===== config.mk =====
export PLATFORM = sky130hd
export DESIGN_NAME = sram_arb_top
export DESIGN_NICKNAME = d
export VERILOG_FILES = /design/src/rtl/sram_arb_pkg.sv /design/src/rtl/sram_arb_cfg.sv /design/src/rtl/sram_arb_pick.sv /design/src/rtl/sram_arb_resp.sv /design/src/rtl/sram_arb_top.sv
export SDC_FILE = /design/constraint.sdc
export NUM_CORES = 1
export LEC_CHECK = 0
export CAP_MARGIN = 20
export CORE_AREA = 2 2 97 99
export DETAILED_ROUTE_END_ITERATION = 8
export DIE_AREA = 0 0 99 101
export PLACE_DENSITY = 0.75
export SLEW_MARGIN = 5
export SYNTH_ARGS = -nofsm -noshare
export SYNTH_HDL_FRONTEND = slang
export SYNTH_SLANG_ARGS = --single-unit

===== constraint.sdc =====
create_clock -name clk -period 2.4 [get_ports clk]
set_input_delay 0.36 -clock clk [delete_from_list [all_inputs] [get_ports clk]]
set_output_delay 0.36 -clock clk [all_outputs]
set_load 0.005 [all_outputs]

===== src/rtl/sram_arb_pkg.sv =====
package sram_arb_pkg;

    typedef enum logic [1:0] {
        ARB_RR      = 2'b00,
        ARB_RR_BD   = 2'b01,
        ARB_FIX_CPU = 2'b10,
        ARB_FIX_BD  = 2'b11
    } arb_mode_e;

    typedef enum logic [1:0] {
        SEL_NONE = 2'b00,
        SEL_CPU  = 2'b01,
        SEL_BD   = 2'b10
    } sel_e;

    typedef struct packed {
        arb_mode_e mode;
        logic      wp;
    } arb_cfg_t;

    localparam int CFG_WP_BIT   = 0;
    localparam int CFG_MODE_LSB = 1;
    localparam int CFG_USED     = 3;

    // Winner when only one or neither port asks.
    function automatic sel_e lone_winner(input logic c, input logic b);
        if (c)      return SEL_CPU;
        else if (b) return SEL_BD;
        else        return SEL_NONE;
    endfunction

endpackage


===== src/rtl/sram_arb_cfg.sv =====
module sram_arb_cfg
    import sram_arb_pkg::*;
#(
    parameter int CFG_W = 8
) (
    input  logic             clk,
    input  logic             rst,
    input  logic             cfg_we,
    input  logic [CFG_W-1:0] cfg_wdata,
    output logic [CFG_W-1:0] cfg_rdata,
    output arb_cfg_t         cfg
);
    localparam int PAD_W = CFG_W - CFG_USED;

    arb_cfg_t cfg_q;
    logic     cfg_unused;

    assign cfg_unused = ^cfg_wdata[CFG_W-1:CFG_USED];

    always_ff @(posedge clk) begin
        if (rst) begin
            cfg_q.mode <= ARB_RR;
            cfg_q.wp   <= 1'b0;
        end else if (cfg_we) begin
            cfg_q.mode <= arb_mode_e'(cfg_wdata[CFG_MODE_LSB +: 2]);
            cfg_q.wp   <= cfg_wdata[CFG_WP_BIT];
        end
    end

    assign cfg       = cfg_q;
    assign cfg_rdata = {{PAD_W{1'b0}}, cfg_q.mode, cfg_q.wp};

    // settings only move on a write
    a_r10_cfg_hold: assert property (@(posedge clk) disable iff (rst)
        !cfg_we |=> $stable(cfg_q));
    // a write lands in the register the following cycle
    a_r9_cfg_load: assert property (@(posedge clk) disable iff (rst)
        cfg_we |=> (cfg_rdata[CFG_USED-1:0] == $past(cfg_wdata[CFG_USED-1:0])));

endmodule


===== src/rtl/sram_arb_pick.sv =====
module sram_arb_pick
    import sram_arb_pkg::*;
#(
    parameter int BD_BURST = 2
) (
    input  logic      clk,
    input  logic      rst,
    input  arb_mode_e mode,
    input  logic      cpu_req,
    input  logic      bd_req,
    output sel_e      sel
);
    localparam int STREAK_W = $clog2(BD_BURST + 1);
    localparam logic [STREAK_W-1:0] BURST_L = STREAK_W'(BD_BURST);

    logic                prefer_bd;
    logic [STREAK_W-1:0] bd_streak;
    logic                both;

    assign both = cpu_req && bd_req;

    always_comb begin
        if (!both) begin
            sel = lone_winner(cpu_req, bd_req);
        end else begin
            unique case (mode)
                ARB_RR:      sel = prefer_bd ? SEL_BD : SEL_CPU;
                ARB_RR_BD:   sel = (bd_streak < BURST_L) ? SEL_BD : SEL_CPU;
                ARB_FIX_CPU: sel = SEL_CPU;
                ARB_FIX_BD:  sel = SEL_BD;
                default:     sel = SEL_CPU;
            endcase
        end
    end

    // history advances on every grant in every mode
    always_ff @(posedge clk) begin
        if (rst) begin
            prefer_bd <= 1'b0;
            bd_streak <= '0;
        end else begin
            case (sel)
                SEL_CPU: begin
                    prefer_bd <= 1'b1;
                    bd_streak <= '0;
                end
                SEL_BD: begin
                    prefer_bd <= 1'b0;
                    if (bd_streak < BURST_L) bd_streak <= bd_streak + 1'b1;
                end
                default: ;
            endcase
        end
    end

    // a lone requester is always served
    a_r2_lone_served: assert property (@(posedge clk) disable iff (rst)
        (cpu_req ^ bd_req) |-> (sel != SEL_NONE));
    // consecutive contended round-robin cycles alternate
    a_r3_rr_alternate: assert property (@(posedge clk) disable iff (rst)
        (mode == ARB_RR && both && $past(sel == SEL_BD)) |-> (sel == SEL_CPU));
    // backdoor run length never exceeds the burst
    a_r4_streak_cap: assert property (@(posedge clk) disable iff (rst)
        bd_streak <= BURST_L);
    // processor priority holds under contention
    a_r5_fix_cpu: assert property (@(posedge clk) disable iff (rst)
        (mode == ARB_FIX_CPU && cpu_req) |-> (sel == SEL_CPU));
    // backdoor priority holds under contention
    a_r6_fix_bd: assert property (@(posedge clk) disable iff (rst)
        (mode == ARB_FIX_BD && bd_req) |-> (sel == SEL_BD));

endmodule


===== src/rtl/sram_arb_resp.sv =====
module sram_arb_resp
    import sram_arb_pkg::*;
#(
    parameter int ADDR_W = 8,
    parameter int DATA_W = 32
) (
    input  logic              clk,
    input  logic              rst,
    input  logic              wp,
    input  sel_e              sel,
    input  logic              cpu_we,
    input  logic [ADDR_W-1:0] cpu_addr,
    input  logic [DATA_W-1:0] cpu_wdata,
    input  logic              bd_we,
    input  logic [ADDR_W-1:0] bd_addr,
    input  logic [DATA_W-1:0] bd_wdata,
    output logic              cpu_gnt,
    output logic              bd_gnt,
    output logic              cpu_rvalid,
    output logic              cpu_err,
    output logic [DATA_W-1:0] cpu_rdata,
    output logic              bd_rvalid,
    output logic              bd_err,
    output logic [DATA_W-1:0] bd_rdata,
    output logic              mem_en,
    output logic              mem_we,
    output logic [ADDR_W-1:0] mem_addr,
    output logic [DATA_W-1:0] mem_wdata,
    input  logic [DATA_W-1:0] mem_rdata
);
    logic any_gnt;
    logic win_we;
    logic blocked;

    assign cpu_gnt = (sel == SEL_CPU);
    assign bd_gnt  = (sel == SEL_BD);
    assign any_gnt = cpu_gnt || bd_gnt;

    always_comb begin
        if (bd_gnt) begin
            win_we    = bd_we;
            mem_addr  = bd_addr;
            mem_wdata = bd_wdata;
        end else begin
            win_we    = cpu_we && cpu_gnt;
            mem_addr  = cpu_addr;
            mem_wdata = cpu_wdata;
        end
    end

    assign blocked = win_we && wp;
    assign mem_en  = any_gnt && !blocked;
    assign mem_we  = any_gnt && win_we && !wp;

    always_ff @(posedge clk) begin
        if (rst) begin
            cpu_rvalid <= 1'b0;
            bd_rvalid  <= 1'b0;
            cpu_err    <= 1'b0;
            bd_err     <= 1'b0;
        end else begin
            cpu_rvalid <= cpu_gnt && !cpu_we;
            bd_rvalid  <= bd_gnt && !bd_we;
            cpu_err    <= cpu_gnt && cpu_we && wp;
            bd_err     <= bd_gnt && bd_we && wp;
        end
    end

    assign cpu_rdata = mem_rdata;
    assign bd_rdata  = mem_rdata;

    // never two grants at once
    a_r2_gnt_onehot: assert property (@(posedge clk) disable iff (rst)
        $onehot0({cpu_gnt, bd_gnt}));
    // a protected array sees no write enable
    a_r7_no_write_when_wp: assert property (@(posedge clk) disable iff (rst)
        wp |-> !mem_we);
    // processor valid follows a processor read grant
    a_r8_cpu_rvalid: assert property (@(posedge clk) disable iff (rst)
        cpu_gnt && !cpu_we |=> cpu_rvalid);
    // backdoor valid only after a backdoor grant
    a_r8_bd_rvalid_src: assert property (@(posedge clk) disable iff (rst)
        !bd_gnt |=> !bd_rvalid);
    // error strobes never overlap a valid on the same port
    a_r7_err_excl: assert property (@(posedge clk) disable iff (rst)
        !(cpu_err && cpu_rvalid) && !(bd_err && bd_rvalid));

endmodule


===== src/rtl/sram_arb_top.sv =====
module sram_arb_top
    import sram_arb_pkg::*;
#(
    parameter int ADDR_W   = 8,
    parameter int DATA_W   = 32,
    parameter int CFG_W    = 8,
    parameter int BD_BURST = 2
) (
    input  logic              clk,
    input  logic              rst,
    input  logic              cfg_we,
    input  logic [CFG_W-1:0]  cfg_wdata,
    output logic [CFG_W-1:0]  cfg_rdata,
    input  logic              cpu_req,
    input  logic              cpu_we,
    input  logic [ADDR_W-1:0] cpu_addr,
    input  logic [DATA_W-1:0] cpu_wdata,
    output logic              cpu_gnt,
    output logic              cpu_rvalid,
    output logic [DATA_W-1:0] cpu_rdata,
    output logic              cpu_err,
    input  logic              bd_req,
    input  logic              bd_we,
    input  logic [ADDR_W-1:0] bd_addr,
    input  logic [DATA_W-1:0] bd_wdata,
    output logic              bd_gnt,
    output logic              bd_rvalid,
    output logic [DATA_W-1:0] bd_rdata,
    output logic              bd_err,
    output logic              mem_en,
    output logic              mem_we,
    output logic [ADDR_W-1:0] mem_addr,
    output logic [DATA_W-1:0] mem_wdata,
    input  logic [DATA_W-1:0] mem_rdata
);
    arb_cfg_t cfg;
    sel_e     sel;

    sram_arb_cfg #(.CFG_W(CFG_W)) cfg_i (
        .clk       (clk),
        .rst       (rst),
        .cfg_we    (cfg_we),
        .cfg_wdata (cfg_wdata),
        .cfg_rdata (cfg_rdata),
        .cfg       (cfg)
    );

    sram_arb_pick #(.BD_BURST(BD_BURST)) pick_i (
        .clk     (clk),
        .rst     (rst),
        .mode    (cfg.mode),
        .cpu_req (cpu_req),
        .bd_req  (bd_req),
        .sel     (sel)
    );

    sram_arb_resp #(.ADDR_W(ADDR_W), .DATA_W(DATA_W)) resp_i (
        .clk        (clk),
        .rst        (rst),
        .wp         (cfg.wp),
        .sel        (sel),
        .cpu_we     (cpu_we),
        .cpu_addr   (cpu_addr),
        .cpu_wdata  (cpu_wdata),
        .bd_we      (bd_we),
        .bd_addr    (bd_addr),
        .bd_wdata   (bd_wdata),
        .cpu_gnt    (cpu_gnt),
        .bd_gnt     (bd_gnt),
        .cpu_rvalid (cpu_rvalid),
        .cpu_err    (cpu_err),
        .cpu_rdata  (cpu_rdata),
        .bd_rvalid  (bd_rvalid),
        .bd_err     (bd_err),
        .bd_rdata   (bd_rdata),
        .mem_en     (mem_en),
        .mem_we     (mem_we),
        .mem_addr   (mem_addr),
        .mem_wdata  (mem_wdata),
        .mem_rdata  (mem_rdata)
    );

    // grants only to requesters
    a_r2_gnt_needs_req: assert property (@(posedge clk) disable iff (rst)
        (cpu_gnt |-> cpu_req) and (bd_gnt |-> bd_req));

endmodule


==> metrics.md <==
| Metric | Value |
|---|---|
| Distinct cells, synth | 26 |
| Post-layout util | 0.309 |
| Dominant cells by area after synthesis | buf_4 (34%), mux2_4 (25%), dfxtp_1 (13%) |
| Worst Path Class, Setup | flop to output port |
| Die W | ~99 µm |
| DP HPWL | 4160 µm |
| Final Setup Violations | 0 |
| Most frequent cell after synthesis | buf_4 |
| Top cells by count, synth | buf_4 (71), mux2_4 (26), mux2_2 (14) |
| CTS Buf Count | 3 |
| Overall Global Routing Usage | 0.0981 |
| MaxCap Viol Count | 0 |
| Io pins | 247 |
| RSZ-0062 raised after global routing | true |
| Pre-CTS setup slack | -0.326 ns |
| DR vias | roughly 1400 |
| CP delay by family, top | buffers and inverters |
| Synthesized cell area | around 0.0016 mm² |
| Vias in the first global route | 1460 |
| Slowest stage delay, CP | approximately 0.30 ns |
| Fin. Hold Viols | 0 |
| Min-Delay Path Depth | 2 |
| Most common cell type on the critical path | o21a_1 |
| Mux contribution to synthesized area | 0.364 |
| DIE HEIGHT | 101 µm |
| HP Class | flop to flop |
| Sequential share of the synthesized area | 0.126 |
| Complex-gate fraction of the synthesized area | 0.0378 |
| # clock sinks | 10 |
| Final ANT Viol Nets | 0 |
| Part of the cycle the worst path needs | 0.978 |
| Syn Inst Count | 163 |
| Clock root cell | clkbuf_8 |
| Flops & latches, synth | 10 |
| Clock Tree Buf Depth | 2 |
| Crit-path cells | nor2b_1 -> o21a_1 -> o21a_1 -> ha_4 -> buf_12 -> clkbuf_16 -> mux2_4 -> buf_6 |
| Yosys warns | 0 |
| Simple-gate share of the synthesized area | 0.0725 |
| Number of synthesized flops with an enable pin | 0 |
| Initial antenna violation count | 0 |
| N_diodes | 0 |
| Total gr overflow | 0 |
| Lkg Pwr | 1.19 nW |
| Worst clock skew | 0.00562 ns |
| Share of cells above drive strength 1 | 0.382 |
| Crit end category | output port |
| R2R setup slack | 0.57 ns |
| Pre-Repair DR Iteration Count | 4 |
| GP Congestion | between 0.7 and 0.8 |
| Die ar. | 0.0100 mm² |
| Startpoint types | flop |
| P per Cell Area | 318 mW/mm² |
| Adder-Cell Fraction of Synth Area | 0.0236 |
| Clk_lat worst skew | approximately 0.23 ns |
| Reg area | between 200 and 250 µm² |
| Hold-fix buffers at CTS | 0 |
| Initial Util | 0.177 |
| H-tree depth | 1 |
| Multi-input logic area | 830 µm² |
| Area grow syn2layout | 74.5% |
| Status | finished clean |
| Stages on worst setup path | 8 |
| Area leader, netlist | buf_4 |
| WP data required | 2.04 ns |
| DRC errors left | 0 |
| Largest net degree at the start of global routing | 11 |
| Peak VDD IR | 0.000242 V |
| Ys flop type | dfxtp_1 |
| Main combinational cell family by area after synthesis | buffers and inverters |
| Area fraction of the dominant cell type after synthesis | 0.336 |
| Buf+Inv Stages, Crit Path | 3 |
| Worst-path fanout max | 5 |
| Final setup margin | roughly 0.052 ns |
| Clock-pin slew on the worst setup and hold paths | 0.04 ns |
| Max Freq | 0.426 GHz |
| Minimum clock period | 2.35 ns |
| Post-synthesis xor/xnor area fraction | 0 |
| Vias per inst | 3.82 |
| Worst EP arrival | 1.99 ns |
| Row count | 35 |
| Asr flop ratio synth | 0 |
| First-pass GRT wire length | 7770 µm |
| Initial DRC Count | 21 |
| Nets | 383 |
| Port Buffers | 140 |
| Fillers | 908 |
| CP max stage cell | dfxtp_2 |
| WL/cell | 14.7 µm |
| Syn_area_per_cell | ~9.7 µm² |
| Total Wirelength | 5320 µm |
| TritonCTS clock tree | done |
| Final Slew Violations | 0 |
| Core ar. | 0.00898 mm² |
| R2R cell count | 9 |
-- per-layer routing --
| metal | up-vias | GRT usage | share of wire |
|---|---|---|---|
| met4 | 0 | 0.0116 | 0.0032 |
| met1 | 628 | 0.115 | 0.38 |
| li1 | 651 | - | - |
| met5 | - | 0 | 0 |
| met3 | 7 | 0.0402 | 0.12 |
| met2 | 98 | 0.173 | 0.50 |
-- cell families after synthesis --
family          after synthesis
compound gates               10
fa+ha+maj                     3
buf+inv                      77
flops                        10
mux                          43
other cells                   1
simple gates                 19
-- state kept, by name, indices dropped and copies added, names as in the netlist --
signal             count
pick_i.prefer_bd       1
resp_i.cpu_rvalid      1
pick_i.bd_streak       2
resp_i.bd_err          1
resp_i.bd_rvalid       1
resp_i.cpu_err         1
cfg_i.cfg              3
-- through the flow --
stage | cell area, µm² | TNS (ns) | power [mW] | hold slack (ns) | std cells
final | 2770 | 0 | 0.880 | 0.480 | 362
after global routing | 2770 | -0.0360 | 0.933 | 0.506 | 362
after CTS | 2840 | -0.661 | 0.905 | 0.486 | 363
after detailed placement | 2630 | -11.78 | 0.698 | 0.481 | 350
after global placement | 2630 | -11.56 | 0.690 | 0.458 | 350
after floorplan | 1600 | 0 | 0.470 | 0.436 | 167
-- report_power, final --
group	switching [mW]	internal [mW]
combinational	0.161	0.375
sequential	0.00532	0.176
clock	0.0541	0.109
total	0.220	0.660
-- cells in the final DEF, fill, tap and decap left out, types with 2 or more instances in the layout --
master           count
a21oi_1              4
and4b_1              2
buf_12               4
buf_16               3
buf_2                9
buf_4                7
buf_6                7
clkbuf_2            14
clkbuf_8             3
clkdlybuf4s15_1     11
clkdlybuf4s50_1     95
conb_1               5
dfxtp_1              8
dfxtp_2              2
dlygate4sd2_1        4
ha_1                 2
mux2_2              13
mux2_4              27
mux2i_1              3
nand2_1              2
nand2b_1             2
nor2_1               6
nor3b_1              2
o21a_1               2
-- worst reg2reg max path: stages, from the launching register on --
cell      delay (ns)
dfxtp_2         0.31
nor2b_1         0.12
o21a_1          0.18
a21o_1          0.18
ha_4            0.21
buf_4           0.14
buf_4           0.14
nand2b_1        0.07
or2_2           0.27
a21oi_1         0.13
-- layout make-up --
cell class,count,share of cell area
Multi-Input combinational cell,80,0.299
Sequential cell,10,0.0732
Timing Repair Buffer,157,0.561
Clock buffer,3,0.0149
Inverter,1,0.00136
Tap cell,111,0.0501
-- repair_timing --
item                       CTS  global route
buffers inserted             6             0
gates cloned                 4             1
pin swaps                    2             3
gates resized for setup    127            23
setup endpoints to repair   42            37
-- final timing paths --
check                   start                  end
max          pick_i.prefer_bd        mem_wdata[20]
min          pick_i.prefer_bd     pick_i.prefer_bd
max reg2reg  pick_i.prefer_bd  pick_i.bd_streak[0]
min reg2reg  pick_i.prefer_bd     pick_i.prefer_bd
(Power assumes the default switching activity.)
